--- config.mk ---
export PLATFORM = sky130hd
export DESIGN_NAME = rx_coll_counter
export DESIGN_NICKNAME = d
export VERILOG_FILES = /design/src/rtl/rxcc_pkg.sv /design/src/rtl/rxcc_wrap_counter.sv /design/src/rtl/rxcc_sat_counter.sv /design/src/rtl/rxcc_irq_ctl.sv /design/src/rtl/rx_coll_counter.sv
export SDC_FILE = /design/constraint.sdc
export NUM_CORES = 1
export LEC_CHECK = 0
export CORE_MARGIN = 2
export CORE_UTILIZATION = 52
export DETAILED_ROUTE_END_ITERATION = 8
export GPL_ROUTABILITY_DRIVEN = 0
export GPL_TIMING_DRIVEN = 0
export PLACE_DENSITY = 0.85
export SYNTH_ARGS = -nofsm -noshare
export SYNTH_HDL_FRONTEND = slang
export SYNTH_SLANG_ARGS = --single-unit
--- constraint.sdc ---
create_clock -name clk -period 1.8 [get_ports clk]
set_clock_uncertainty 0.05 [all_clocks]
set_input_delay 0.36 -clock clk [delete_from_list [all_inputs] [get_ports clk]]
set_output_delay 0.36 -clock clk [all_outputs]
set_load 0.01 [all_outputs]
--- src/rtl/rxcc_pkg.sv ---
package rxcc_pkg;
  // Events produced by the count datapath, exposed for checking.
  typedef struct packed {
    logic bump;   // collision accepted
    logic drain;  // read cleared the count
    logic wrap;   // count rolled over
  } cnt_evt_t;
endpackage

--- src/rtl/rxcc_wrap_counter.sv ---
module rxcc_wrap_counter #(
  parameter int W = 8
) (
  input  logic                  clk,
  input  logic                  rst_n,
  input  logic                  sw_reset,
  input  logic                  inc,
  input  logic                  rd_clr,
  output logic [W-1:0]          count,
  output rxcc_pkg::cnt_evt_t    evt
);
  localparam logic [W-1:0] ONE = W'(1);

  // Returns {wrap flag, next count}
  function automatic logic [W:0] step_count(input logic [W-1:0] cur,
                                            input logic up,
                                            input logic clr);
    logic [W:0] sum;
    if (clr)
      step_count = {1'b0, (up ? ONE : '0)};
    else if (up) begin
      sum = {1'b0, cur} + (W+1)'(1);
      step_count = sum;
    end else
      step_count = {1'b0, cur};
  endfunction

  logic [W:0]   nxt;
  logic [W-1:0] cnt_q;

  always_comb begin
    nxt       = step_count(cnt_q, inc, rd_clr);
    evt.bump  = inc;
    evt.drain = rd_clr;
    evt.wrap  = nxt[W];
  end

  always_ff @(posedge clk or negedge rst_n) begin
    if (!rst_n)        cnt_q <= '0;
    else if (sw_reset) cnt_q <= '0;
    else               cnt_q <= nxt[W-1:0];
  end

  assign count = cnt_q;
endmodule

--- src/rtl/rxcc_sat_counter.sv ---
module rxcc_sat_counter #(
  parameter int W = 8
) (
  input  logic         clk,
  input  logic         rst_n,
  input  logic         sw_reset,
  input  logic         inc,
  input  logic         frame_end,
  output logic [W-1:0] frame_count
);
  localparam logic [W-1:0] TOP = {W{1'b1}};

  function automatic logic [W-1:0] sat_add(input logic [W-1:0] cur,
                                           input logic up);
    if (up && cur != TOP) sat_add = cur + W'(1);
    else                  sat_add = cur;
  endfunction

  logic [W-1:0] tally_q, frame_q, tally_nxt;

  assign tally_nxt = sat_add(tally_q, inc);

  always_ff @(posedge clk or negedge rst_n) begin
    if (!rst_n) begin
      tally_q <= '0;
      frame_q <= '0;
    end else if (sw_reset) begin
      tally_q <= '0;
      frame_q <= '0;
    end else if (frame_end) begin
      frame_q <= tally_nxt;
      tally_q <= '0;
    end else begin
      tally_q <= tally_nxt;
    end
  end

  assign frame_count = frame_q;
endmodule

--- src/rtl/rxcc_irq_ctl.sv ---
module rxcc_irq_ctl (
  input  logic clk,
  input  logic rst_n,
  input  logic sw_reset,
  input  logic set_evt,
  input  logic clr,
  input  logic mask,
  output logic status,
  output logic irq_n
);
  logic pend_q;

  // Set dominates clear so that a wrap is never lost.
  function automatic logic next_pend(input logic cur, input logic s,
                                     input logic c);
    next_pend = s | (cur & ~c);
  endfunction

  always_ff @(posedge clk or negedge rst_n) begin
    if (!rst_n)        pend_q <= 1'b0;
    else if (sw_reset) pend_q <= 1'b0;
    else               pend_q <= next_pend(pend_q, set_evt, clr);
  end

  assign status = pend_q;
  assign irq_n  = ~(pend_q & ~mask);
endmodule

--- src/rtl/rx_coll_counter.sv ---
module rx_coll_counter #(
  parameter int CNT_W = 8
) (
  input  logic             clk,
  input  logic             rst_n,
  input  logic             sw_reset,
  input  logic             coll_pulse,
  input  logic             rd_strobe,
  output logic [CNT_W-1:0] rd_data,
  input  logic             ovf_mask,
  input  logic             ovf_clr,
  output logic             ovf_status,
  output logic             irq_n,
  input  logic             frame_end,
  output logic [CNT_W-1:0] frame_coll
);
  rxcc_pkg::cnt_evt_t cnt_evt;
  logic               wrap_evt;

  rxcc_wrap_counter #(.W(CNT_W)) u_wrap (
    .clk(clk), .rst_n(rst_n), .sw_reset(sw_reset),
    .inc(coll_pulse), .rd_clr(rd_strobe),
    .count(rd_data), .evt(cnt_evt)
  );

  // A software reset suppresses the wrap event for that cycle.
  assign wrap_evt = cnt_evt.wrap & ~sw_reset;

  rxcc_sat_counter #(.W(CNT_W)) u_sat (
    .clk(clk), .rst_n(rst_n), .sw_reset(sw_reset),
    .inc(coll_pulse), .frame_end(frame_end),
    .frame_count(frame_coll)
  );

  rxcc_irq_ctl u_irq (
    .clk(clk), .rst_n(rst_n), .sw_reset(sw_reset),
    .set_evt(wrap_evt), .clr(ovf_clr), .mask(ovf_mask),
    .status(ovf_status), .irq_n(irq_n)
  );
endmodule

**After elaboration in Yosys (flattened, before gate mapping)**

Cells that the tools add are included.

- Flip-flop bits (word level): 25
- Logic and storage cells: 28

- Add/sub/neg operators: 2
- Eq/ne operators: 1
- Muxes and demuxes: 10
- Bitwise gates (word level): 8
- Reductions and logical operators: 3

Operators with widths:

| kind | number |
|---|---|
| two-way mux 8 bit | 6 |
| two-way mux 9 bit | 2 |
| adder 8 x 1 -> 9 bit, second input constant | 1 |
| adder 8 x 1 -> 8 bit, second input constant | 1 |
| != test 8 bit, second input constant | 1 |
| NOT 1 bit | 4 |
| bitwise AND 1 bit | 3 |
| nonzero test 3 bit | 1 |
| two-way mux 1 bit | 2 |
| nonzero test 2 bit | 1 |
| logical AND 1 bit | 1 |
| OR 1 bit | 1 |

**Depth between registers and ports, before layout**

- Word-level depth: 6
- Gate-level depth with buffers: 5
- Gate-level depth less buffers: 4

**Cells and area by module**

A second synthesis with hierarchy kept.

- Cells, all modules: 131
- Area, all modules: 1327.5 µm²

By module, submodules not included:

| module | times used | cells each | area each (µm²) | sequential area each (µm²) |
|---|---|---|---|---|
| rxcc_sat_counter | 1 | 82 | 832.0 | 400.4 |
| rxcc_wrap_counter | 1 | 43 | 431.7 | 200.2 |
| rxcc_irq_ctl | 1 | 5 | 50.0 | 25.0 |
| rx_coll_counter | 1 | 1 | 13.8 | 0.0 |

**Least setup slack after synthesis**

No wires, ideal clock.

- Kind: register to register
- Start point: register u_sat.tally_q[0]
- End point: register u_sat.frame_q[1], in the netlist u_sat.frame_count[1]
- Library setup time: 0.133 ns
- Arrival time: 1.385 ns
- Slack: 0.232 ns
- Stages on the path, launching flop included: 6
- Buffers on the path: 1
- Period minus slack after synthesis: 1.568 ns
- Cell sequence: dfrtp_1 -> ha_1 -> and3_4 -> buf_6 -> a2111oi_2 -> nor3_1

- Cells in the longest elaborated chain, start to end: 5
- Elaborated cells on any way between the ends: 6
- Those cells by class: add/sub: 1; eq/ne: 1; mux: 3; reduce/logical: 1

RTL lines:

| element | RTL line | text |
|---|---|---|
| from (decl) | rxcc_sat_counter.sv:19 | `logic [W-1:0] tally_q, frame_q, tally_nxt;` |
| from (signal assigned) | rxcc_sat_counter.sv:34 | `tally_q <= tally_nxt;` |
| parallel branches: the longest is 2 deep, another holds adder 8 x 1 -> 8 bit | - |  |
| two-way mux 8 bit * | rxcc_sat_counter.sv:15 | `if (up && cur != TOP) sat_add = cur + W'(1);` |
| two-way mux 8 bit * | rxcc_sat_counter.sv:30 | `end else if (frame_end) begin` |
| two-way mux 8 bit * | rxcc_sat_counter.sv:27 | `end else if (sw_reset) begin` |
| to (signal assigned) | rxcc_sat_counter.sv:31 | `frame_q <= tally_nxt;` |
| to (decl) | rxcc_sat_counter.sv:19 |  |

Mark *: on every way between the ends. The select of a mux whose other input is x is not followed.
A chain may end at the register's enable or synchronous reset.

**Worst setup path after layout**

- Start point: register u_wrap.cnt_q[0], in the netlist u_wrap.count[0]
- End point: output port rd_data[0]

RTL lines:

| element | RTL line | text |
|---|---|---|
| from (decl) | rxcc_wrap_counter.sv:29 | `logic [W-1:0] cnt_q;` |
| from (signal assigned) | rxcc_wrap_counter.sv:41 | `else cnt_q <= nxt[W-1:0];` |
| to (decl) | rx_coll_counter.sv:9 | `output logic [CNT_W-1:0] rd_data,` |

No word-level cell between the ends.

==> impl_table.tex <==
\begin{tabular}{lr}
\hline
Metric & Value \\
\hline
\multicolumn{2}{l}{\textbf{Place}} \\
HPWL reported at the end of detailed placement & $\sim$2.5 mm \\
Count of port buffers added during placement & 25 \\
Standard cell area after detailed placement & about 0.0018 mm\^{}2 \\
\multicolumn{2}{l}{\textbf{Critical path}} \\
Number of stages on the worst setup path & 1 \\
Cell class contributing the biggest share of worst-path delay & buffers and inverters \\
Capturing element type of the critical path & primary output \\
Worst Path Max Fanout & 5 \\
R2r worst-path depth & 5 \\
Crit Path Class & reg -> out \\
Element type at the critical path start & register \\
Critical-path cell with the highest stage delay & sky130\_fd\_sc\_hd\_\_clkdlybuf4s50\_1 \\
Cell chain of the critical path & clkdlybuf4s50\_1 \\
Number of buffers and inverters on the critical path & 1 \\
Arr. time, crit path & 1.33 ns \\
Critical path data required time & 1.39 ns \\
Slowest cell delay on critical path & roughly 0.56 ns \\
\multicolumn{2}{l}{\textbf{CTS}} \\
Number of levels the H-tree was split into & 1 \\
CTS root buffer & sky130\_fd\_sc\_hd\_\_clkbuf\_4 \\
Clock-pin slew of the registers on the worst-case setup and hold paths & around 0.15 ns \\
Hold-fix buffer count after cts & 0 \\
Clock tree from TritonCTS & built \\
CTS buffer count & 3 \\
Worst-skew pair later-pin latency & $\sim$0.33 ns \\
Clk sinks & 25 \\
Buffer depth of the longest clock path & 2 \\
\multicolumn{2}{l}{\textbf{Synthesis}} \\
Main combinational cell family by area after synthesis & simple AND/OR/NAND/NOR gates \\
Post-synthesis instance area & roughly 0.0015 mm\^{}2 \\
Synth Instances & 152 \\
Multiplexer share of the synthesized area & 0.03373 \\
Synth top area share & 0.4216 \\
Library cell occupying the most area in the post-synthesis netlist & sky130\_fd\_sc\_hd\_\_dfrtp\_1 \\
Proportion of synthesized chip area in sequential cells & 0.4216 \\
Syn Area/Cell & a little under 10 um\^{}2 \\
Post-synthesis xor/xnor area fraction & 0.02361 \\
Post-synthesis simple-gate area fraction & 0.2513 \\
Post-synth net total & 162 \\
Primary FF master, synth & sky130\_fd\_sc\_hd\_\_dfrtp\_1 \\
Ys async rst share & 1.000 \\
Area fraction in compound gates after synthesis & 0.1745 \\
Warning count from the yosys run & 0 \\
Library cells used by synthesis & 47 \\
Post-Synth Adder-Cell Area & 0.01686 \\
Post-synth EDFFs & 0 \\
Dominant cells by area after synthesis & sky130\_fd\_sc\_hd\_\_dfrtp\_1, sky130\_fd\_sc\_hd\_\_buf\_6, sky130\_fd\_sc\_hd\_\_mux2i\_1 \\
Number of flip-flops and latches in the synthesized netlist & 25 \\
\multicolumn{2}{l}{\textbf{STA}} \\
Final hold slack & 0.4537 ns \\
Time the final worst path needs with I/O delays and setup & 1.741 ns \\
Final Hold Fails & 0 \\
Final Max Slew Viols & 0 \\
Setup-violating endpoint count in the final report & 0 \\
Timing-limited maximum frequency & approximately 0.57 GHz \\
Setup repair after global routing missed its margin & false \\
Sum of negative setup slack & 0 ns \\
Max-slew headroom & 0.2298 \\
Slew @ Worst Pin & 1.152 ns \\
Final clock period utilization by the worst path & 0.9670 \\
\multicolumn{2}{l}{\textbf{Layout}} \\
Area Growth Syn to Fin & 22.26\% \\
Proportion of layout cells with a drive suffix above 1 & 0.1593 \\
Fillcell total & 225 \\
Total inserted antenna cells & 0 \\
Layout net count & $\sim$190 \\
Post-Route Utilization & 0.6636 \\
Area used by multi-input combinational logic & around 740 um\^{}2 \\
Post-Layout Inst Area & 0.001814 mm\^{}2 \\
Most frequent cells in the layout & sky130\_fd\_sc\_hd\_\_clkdlybuf4s50\_1, sky130\_fd\_sc\_hd\_\_dfrtp\_1, sky130\_fd\_sc\_hd\_\_nand2\_1 \\
Most common cell after layout, fill and taps aside & sky130\_fd\_sc\_hd\_\_clkdlybuf4s50\_1 \\
Storage cell area & around 630 um\^{}2 \\
\multicolumn{2}{l}{\textbf{Floorplanning}} \\
DIE HEIGHT & about 57 um \\
Die width & 57.42 um \\
Die area & 0.003297 mm\^{}2 \\
Effective utilization at floorplan & 0.5428 \\
Number of rows in the core area & 19 \\
Num ports & 26 \\
Floorplan Core Area & 0.002734 mm\^{}2 \\
\multicolumn{2}{l}{\textbf{Global routing}} \\
Total GRT Usage & 0.2185 \\
Gr ovfl total & 0 \\
Number of global-route vias before repair & 1280 \\
Maximum number of pins on one net before global-route repair & 26 \\
Number of antenna violations at the first check in global routing & 0 \\
Wire length of the first global-routing pass & 5.699 mm \\
\multicolumn{2}{l}{\textbf{Hold path}} \\
Hold WC Path Type & reg -> reg \\
Cells on Worst Hold Path & 1 \\
\multicolumn{2}{l}{\textbf{Drt}} \\
Vias after detailed routing & 1338 \\
WL final & about 3.5 mm \\
Antenna-violating nets left & 0 \\
First-iteration detailed-routing DRC count & 70 \\
WL/cell & 16.39 um \\
Router iterations before antenna repair & 4 \\
Number of remaining DRC errors & 0 \\
Vias per cell & roughly 6.3 \\
\multicolumn{2}{l}{\textbf{Flow run}} \\
Max-cap check violation count & 0 \\
\multicolumn{2}{l}{\textbf{Status}} \\
Result of the run & finished clean \\
\multicolumn{2}{l}{\textbf{Power and ir drop}} \\
Power density over the cells & roughly 540 mW/mm\^{}2 \\
Leakage power of the design & 0.7329 nW \\
Maximum VDD drop & 0.4329 mV \\
\hline
\end{tabular}
==> kinds of logic after synthesis <==
logic type | count (synthesis)
simple gates | 64
fa+ha+maj | 2
compound gates | 33
flops | 25
mux | 5
xor+xnor | 4
buf+inv | 19
==> area by class of cell <==
type | count | share of cell area
plain buffers | 12 | 0.04966
clock buffers | 3 | 0.01241
clock inverters | 1 | 0.004138
inverters | 7 | 0.01448
multi-input cells | 108 | 0.4103
flip-flops and latches | 25 | 0.3462
well taps | 31 | 0.02138
repair buffers | 26 | 0.1414
==> final timing paths <==
path	slack [ns]	to	startpoint
setup / recovery	0.06	rd_data[0]	u_wrap.count[0]
hold / removal	0.45	u_sat.frame_count[3]	u_sat.frame_count[3]
setup reg to reg	0.08	u_sat.tally_q[7]	u_sat.tally_q[0]
hold reg to reg	0.45	u_sat.frame_count[3]	u_sat.frame_count[3]
max in group asynchronous	0.37	u_wrap.count[1]	rst_n
min in group asynchronous	0.58	u_sat.tally_q[5]	rst_n
==> stage by stage <==
stage / setup WS, ns / cells / power [W]
floorplan: 0.2320 / 152 / 0.0006512
global placement: -0.09078 / 208 / 0.0007103
global route: 0.001705 / 213 / 0.001019
detailed placement: -0.1122 / 208 / 0.0007147
CTS: 0.009292 / 212 / 0.0009817
finish: 0.05939 / 213 / 0.0009728
==> sequential cells by signal (all words and copies together) (netlist names) <==
register,count
u_sat.tally_q,8
u_sat.frame_count,8
u_irq.status,1
u_wrap.count,8
==> layer usage <==
layer | vias up | part of all wire | GRT usage
li1 | 627 | - | -
met1 | 659 | 0.44 | 0.2859
met2 | 44 | 0.49 | 0.3636
met3 | 8 | 0.047 | 0.03175
met4 | 0 | 0.017 | 0.08638
met5 | - | 0 | 0
==> Yosys cell counts, types with 3 or more instances <==
master	count
sky130_fd_sc_hd__dfrtp_1	25
sky130_fd_sc_hd__nand2_1	13
sky130_fd_sc_hd__nor2_1	9
sky130_fd_sc_hd__inv_1	7
sky130_fd_sc_hd__a21oi_1	6
sky130_fd_sc_hd__buf_2	6
sky130_fd_sc_hd__nand4_1	6
sky130_fd_sc_hd__buf_6	5
sky130_fd_sc_hd__mux2i_1	5
sky130_fd_sc_hd__nand2b_1	4
sky130_fd_sc_hd__nor4_1	4
sky130_fd_sc_hd__o21ai_0	4
sky130_fd_sc_hd__a2111oi_2	3
sky130_fd_sc_hd__a311oi_1	3
sky130_fd_sc_hd__nand3_1	3
sky130_fd_sc_hd__nand3b_1	3
sky130_fd_sc_hd__nor3_1	3
sky130_fd_sc_hd__o31ai_1	3
sky130_fd_sc_hd__or3_1	3
==> power breakdown <==
| part | switching, W | total [W] | internal (W) |
|---|---|---|---|
| logic | 0.0000667 | 0.000122 | 0.0000558 |
| registers | 0.00000993 | 0.000582 | 0.000572 |
| clock network | 0.000183 | 0.000268 | 0.0000850 |
| total | 0.000260 | 0.000973 | 0.000713 |
==> what timing repair did <==
item	4_1_cts	5_1_grt
gates resized for setup	1	3
cloned	0	0
pin swaps	0	0
buffers inserted	0	1
setup endpoints to repair	1	5
No activity file was read; power rests on OpenSTA's default activity.
